`config.mk`:
```
export PLATFORM = sky130hd
export DESIGN_NAME = phase_sequencer
export DESIGN_NICKNAME = d
export VERILOG_FILES = /design/src/rtl/phase_pkg.sv /design/src/rtl/phase_fields.sv /design/src/rtl/phase_next.sv /design/src/rtl/phase_state_reg.sv /design/src/rtl/phase_sequencer.sv
export SDC_FILE = /design/constraint.sdc
export NUM_CORES = 1
export LEC_CHECK = 0
export BUFFER_PORTS_ARGS = -buffer_cell sky130_fd_sc_hd__buf_2
export CORE_AREA = 2 2 39 41
export DETAILED_ROUTE_END_ITERATION = 10
export DIE_AREA = 0 0 41 43
export PLACE_DENSITY = 0.5
export SLEW_MARGIN = 0
export SYNTH_ARGS = -nofsm -noshare
export SYNTH_HDL_FRONTEND = slang
export SYNTH_HIERARCHICAL = 1
export SYNTH_SLANG_ARGS = --single-unit
```
`constraint.sdc`:
```
create_clock -name clk -period 1.4 [get_ports clk]
set_input_delay 0.21 -clock clk [delete_from_list [all_inputs] [get_ports clk]]
set_output_delay 0.21 -clock clk [all_outputs]
set_load 0.02 [all_outputs]
```
`src/rtl/phase_pkg.sv`:
```
package phase_pkg;
  localparam int STATE_W = 4;
  localparam int TYPE_W  = 2;
  localparam int MODE_W  = 2;
  localparam int CTRL_W  = TYPE_W + 1 + MODE_W + 1;

  typedef enum logic [STATE_W-1:0] {
    PH_FETCH    = 4'd0,
    PH_DECODE   = 4'd1,
    PH_ALU      = 4'd2,
    PH_TARGET   = 4'd3,
    PH_ADDR     = 4'd4,
    PH_INDIRECT = 4'd5,
    PH_MEMREAD  = 4'd6,
    PH_MEMWRITE = 4'd7,
    PH_REGWRITE = 4'd8,
    PH_PCUPDATE = 4'd9,
    PH_INVALID  = 4'd15
  } phase_e;

  typedef enum logic [TYPE_W-1:0] {
    IT_ALU = 2'd0, IT_FLOW = 2'd1, IT_MEM = 2'd2, IT_BAD = 2'd3
  } itype_e;

  typedef enum logic [MODE_W-1:0] {
    MM_READ = 2'd0, MM_WRITE = 2'd1, MM_IND = 2'd2, MM_REG = 2'd3
  } mmode_e;

  typedef struct packed {
    itype_e itype;
    logic   store_pc;
    mmode_e mode;
    logic   load;
  } ctrl_t;

  // Phases that own the memory bus and wait for completion.
  function automatic logic is_mem_phase(phase_e p);
    return (p == PH_FETCH) || (p == PH_INDIRECT) ||
           (p == PH_MEMREAD) || (p == PH_MEMWRITE);
  endfunction

  // Transition function used by the next-state block.
  function automatic phase_e next_phase(phase_e cur, ctrl_t c, logic done);
    phase_e n;
    case (cur)
      PH_FETCH:    n = done ? PH_DECODE : PH_FETCH;
      PH_DECODE: begin
        case (c.itype)
          IT_ALU:  n = PH_ALU;
          IT_FLOW: n = PH_TARGET;
          IT_MEM:  n = PH_ADDR;
          default: n = PH_INVALID;
        endcase
      end
      PH_ALU:      n = PH_REGWRITE;
      PH_TARGET:   n = c.store_pc ? PH_REGWRITE : PH_PCUPDATE;
      PH_ADDR: begin
        case (c.mode)
          MM_READ:  n = PH_MEMREAD;
          MM_WRITE: n = PH_MEMWRITE;
          MM_IND:   n = PH_INDIRECT;
          default:  n = PH_REGWRITE;
        endcase
      end
      PH_INDIRECT: n = !done ? PH_INDIRECT : (c.load ? PH_MEMREAD : PH_MEMWRITE);
      PH_MEMREAD:  n = done ? PH_REGWRITE : PH_MEMREAD;
      PH_MEMWRITE: n = done ? PH_PCUPDATE : PH_MEMWRITE;
      PH_REGWRITE: n = PH_PCUPDATE;
      PH_PCUPDATE: n = PH_FETCH;
      default:     n = PH_INVALID;
    endcase
    return n;
  endfunction
endpackage

```
`src/rtl/phase_fields.sv`:
```
module phase_fields
  import phase_pkg::*;
(
  input  logic [CTRL_W-1:0] ctrl_i,
  output ctrl_t             fields_o
);
  assign fields_o = ctrl_t'(ctrl_i);
endmodule

```
`src/rtl/phase_next.sv`:
```
module phase_next
  import phase_pkg::*;
(
  input  phase_e cur_i,
  input  ctrl_t  fields_i,
  input  logic   done_i,
  output phase_e nxt_o,
  output logic   wait_hold_o
);
  assign nxt_o       = next_phase(cur_i, fields_i, done_i);
  assign wait_hold_o = is_mem_phase(cur_i) && !done_i;
endmodule

```
`src/rtl/phase_state_reg.sv`:
```
module phase_state_reg
  import phase_pkg::*;
(
  input  logic   clk,
  input  logic   rst,
  input  phase_e nxt_i,
  output phase_e cur_o
);
  always_ff @(posedge clk) begin
    if (rst) cur_o <= PH_FETCH;
    else     cur_o <= nxt_i;
  end
endmodule

```
`src/rtl/phase_sequencer.sv`:
```
module phase_sequencer
  import phase_pkg::*;
(
  input  logic               clk,
  input  logic               rst,
  input  logic [CTRL_W-1:0]  ctrl_i,
  input  logic               mem_done_i,
  output logic [STATE_W-1:0] state_o
);
  ctrl_t  fields;
  phase_e cur_phase;
  phase_e nxt_phase;
  logic   wait_hold;

  phase_fields u_fields (.ctrl_i(ctrl_i), .fields_o(fields));

  phase_next u_next (
    .cur_i(cur_phase), .fields_i(fields), .done_i(mem_done_i),
    .nxt_o(nxt_phase), .wait_hold_o(wait_hold)
  );

  phase_state_reg u_reg (.clk(clk), .rst(rst), .nxt_i(nxt_phase), .cur_o(cur_phase));

  assign state_o = cur_phase;

  // reset lands in fetch
  p_reset_fetch_r1: assert property (@(posedge clk) rst |=> state_o == PH_FETCH);

  // memory phases hold while completion is low
  p_wait_hold_r7: assert property (@(posedge clk) disable iff (rst)
    wait_hold |=> $stable(state_o));

  // fetch with completion goes to decode
  p_fetch_adv_r2: assert property (@(posedge clk) disable iff (rst)
    (state_o == PH_FETCH && mem_done_i) |=> state_o == PH_DECODE);

  // decode never stays in decode
  p_decode_leave_r3: assert property (@(posedge clk) disable iff (rst)
    state_o == PH_DECODE |=> state_o != PH_DECODE);

  // program-counter update always returns to fetch
  p_pc_to_fetch_r8: assert property (@(posedge clk) disable iff (rst)
    state_o == PH_PCUPDATE |=> state_o == PH_FETCH);

  // invalid is sticky
  p_invalid_sticky_r9: assert property (@(posedge clk) disable iff (rst)
    state_o == PH_INVALID |=> state_o == PH_INVALID);

  // only documented codes appear
  p_legal_code_r1: assert property (@(posedge clk) disable iff (rst)
    (state_o <= 4'd9) || (state_o == 4'd15));
endmodule

```
# Yosys cells after proc, flatten, opt, wreduce, memory -nomap -nowiden
# Index checks and enable logic that the tools add are counted.
# classes
reduce_logical,3
n_bitwise,0
addsub,0
div_mod_pow,0
n_mul,0
n_shift,0
mux,9
magnitude_cmp,0
n_eq_ne,13
# op_table
operator,n
4-bit case mux with 10 select lines,1
4-bit case mux with 3 select lines,2
4-bit by 3-bit equality test with 1-bit output (second input constant),4
4-bit two-way mux,3
4-bit by 2-bit equality test with 1-bit output (second input constant),2
4-bit equality test (second input constant),2
2-bit by 1-bit equality test with 1-bit output (second input constant),2
2-bit equality test (second input constant),2
4-bit by 1-bit equality test with 1-bit output (second input constant),1
2-bit logical NOT,2
4-bit logical NOT,1
1-bit two-way mux,3
# word_totals
latch_bits,0
rom_bits,0
mem_count,0
inputBits,9
ramBits,0
word_cells,26
register_bits,4

# Longest topological paths before layout
# depth
ltp_word,3
depth_mapped,8
mapped_depth_nobuf,7

# Modules after synthesis
# The synthesis kept the hierarchy.
# modules_own_cells
module,cells_per_inst,area_each_um2,instances,seq_area_each_um2
phase_next,37,250.2,1,0.0
phase_state_reg,8,105.1,1,80.1
phase_fields,6,45.0,1,0.0

# Least setup slack after synthesis
# No wires, ideal clock.
# synth_timing
path_type,reg2reg
from,register u_reg.cur_o[2]
to,register u_reg.cur_o[3]
setup_time_ps,114
setup_slack_ps,123
t_required_ps,1286
t_arrival_ps,1163
stages_incl_launch_ff,7
cell_sequence,dfxtp_1 -> buf_6 -> nor2b_4 -> o21ai_1 -> a41oi_1 -> o21ai_1 -> nor2b_1
# synth_via
elab_chain_cells,2
# synth_rtl
element,line,rtl
from (decl),phase_state_reg.sv:7,output phase_e cur_o
from (signal assigned),phase_state_reg.sv:11,else cur_o <= nxt_i;
4-bit equality test (tied with other cells),phase_pkg.sv:45,case (cur)
4-bit case mux with 10 select lines (*),phase_pkg.sv:45,
named net nxt_phase[3],phase_sequencer.sv:12,phase_e nxt_phase;
# The timed path passes the listed nets; every way through them passes the cells marked *.
# A chain may end at the register's enable or synchronous reset.

# Final worst setup path
# Same ends and word-level chain as after synthesis.

==> results.yml <==
layout:
  syn2layout_area_growth_pct: 13.9
  drive_above_1_share_pct: 31.0
  multi_input_area_um2: 231
  fin_area_um2: 440
  fill_cells: 152
  largest_register_ffs: 4
  layout.nets: 72
  n_antenna_cell: 0
  top_regs: "u_reg/cur_o x4"
  layout.area.seq_um2: 80.1
  top_register: "u_reg/cur_o"
place:
  place_area_um2: 418
  portBuffers: 12
  gp_congestion: 0.726
  hpwl_um: 640
worst_setup_path:
  worst-path-max-fanout: 9
  worstPathRequired_ps: 1520
  path_class: "flop to flop"
  r2r_cells: 4
  cp-end-kind: "flop"
  crit_path_start_kind: "flop"
  crit_arrival_ps: 1400
grt:
  antenna_found_initial: 0
  grt_pass1_vias: 323
  globalRoute.totalOverflow: 0
  grt_max_degree: 10
  grt_pass1_wl_mm: 1.22
  track_usage_pct: 10.5
sta:
  fin_worst_skew_ps: 3.51
  finalHoldViolations: 0
  hold_ws_ps: 179
  rsz0062_at_grt: "no"
  max_slew.worst_pin.slew_ps: 303
  finalSetupViolations: 0
  period_share_pct: 91.3
  tns_ps: 0
  min_period_ps: 1280
  fmax_mhz: 783
  drv_slew: 0
  slew_headroom_pct: 79.8
clock_network:
  ctsResizeCount: 0
  cts_tree: "built"
  cts.sinks: 4
  clock_path_buffers: 2
  htree_levels: 1
  clk_pin_slew_ps: 40
  clk_latency_ps: 230
  clock-root-buffer: "clkbuf_4"
  cts_setup_buffers: 0
  numCtsBuffers: 3
  cts_hold_buf: 0
yosys:
  synthesis.nets: 61
  syn_inst: 49
  avgSynthCellArea_um2: 7.89
  synth_area_um2: 387
  yosys_warnings: 6
power_and_ir_drop:
  p_leak_uw: 0.000211
  ir_worst_vdd_mv: 0.398
  power_density_nw_per_um2: 1680
floorplanning:
  die_width_um: 41
  dieArea_um2: 1760
  fp.dieH_um: 43
  ios: 13
  core-area_um2: 1380
  start_util_pct: 27.9
  rows: 14
route:
  vias: 364
  routed_via_density: 4.92
  wirelength_um: 802
  wl_per_cell_um: 10.8
  dr.pass1.iters: 5
  drc_errors: 0
  drt_iter0_markers: 13
  ant_nets: 0
outcome:
  status: "complete, no violations"
min_path:
  worstHoldPathCells: 2
  hp-class: "primary input to flop"
flow_run:
  cap_violations: 0
-- layer usage --
layer,vias to the layer above,global-route usage [%],routed length (µm)
li1,185,-,-
met1,161,13.1,345
met2,18,14.4,401
met3,0,1.57,55
met4,0,10.0,0
met5,-,0,0
-- worst paths after layout --
kind	startpoint	to	slack, ps
max	u_reg/cur_o[2]$_SDFF_PP0_	u_reg/cur_o[3]$_SDFF_PP0_	120
min reg2reg	u_reg/cur_o[0]$_SDFF_PP0_	u_reg/cur_o[3]$_SDFF_PP0_	690
max reg2reg	u_reg/cur_o[2]$_SDFF_PP0_	u_reg/cur_o[3]$_SDFF_PP0_	120
min	rst	u_reg/cur_o[0]$_SDFF_PP0_	180
-- power breakdown --
group,total [µW],switching (µW),leakage (µW),internal [µW]
combinational,364,184,0.000164,180
clock,140,44.7,0.0000138,95.7
sequential,237,81.3,0.0000328,155
total,741,310,0.000211,431
-- area by class of cell --
class	count	share of cell area (%)
clock buffers	3	5.11
inverters	5	4.26
multi-input cells	33	52.6
flip-flops and latches	4	18.2
well taps	16	4.55
repair buffers	13	15.3
-- layout by cell type (no fill, tap or decap), types with 3 or more instances in the layout --
| cell type | n |
|---|---|
| a21oi_1 | 3 |
| buf_2 | 12 |
| clkbuf_4 | 3 |
| dfxtp_1 | 4 |
| ha_1 | 3 |
| inv_1 | 5 |
| nand3_1 | 4 |
| nor2b_1 | 4 |
-- worst max-delay path: stages (launching register included) --
cell	delay, ps
dfxtp_1	480
and2b_1	240
a41oi_1	230
o21ai_1	90
nor2b_1	130
-- stage by stage --
step                worst slack (ps)  power, µW  utilization [%]  std cells
CTS                              115        752             31.8         74
global route                    33.3        811             31.8         74
global placement                86.6        608             30.2         71
finish                           122        741             31.8         74
detailed placement              86.4        603             30.2         71
floorplan                        133        514                -         49
No activity file was read; power rests on OpenSTA's default activity.
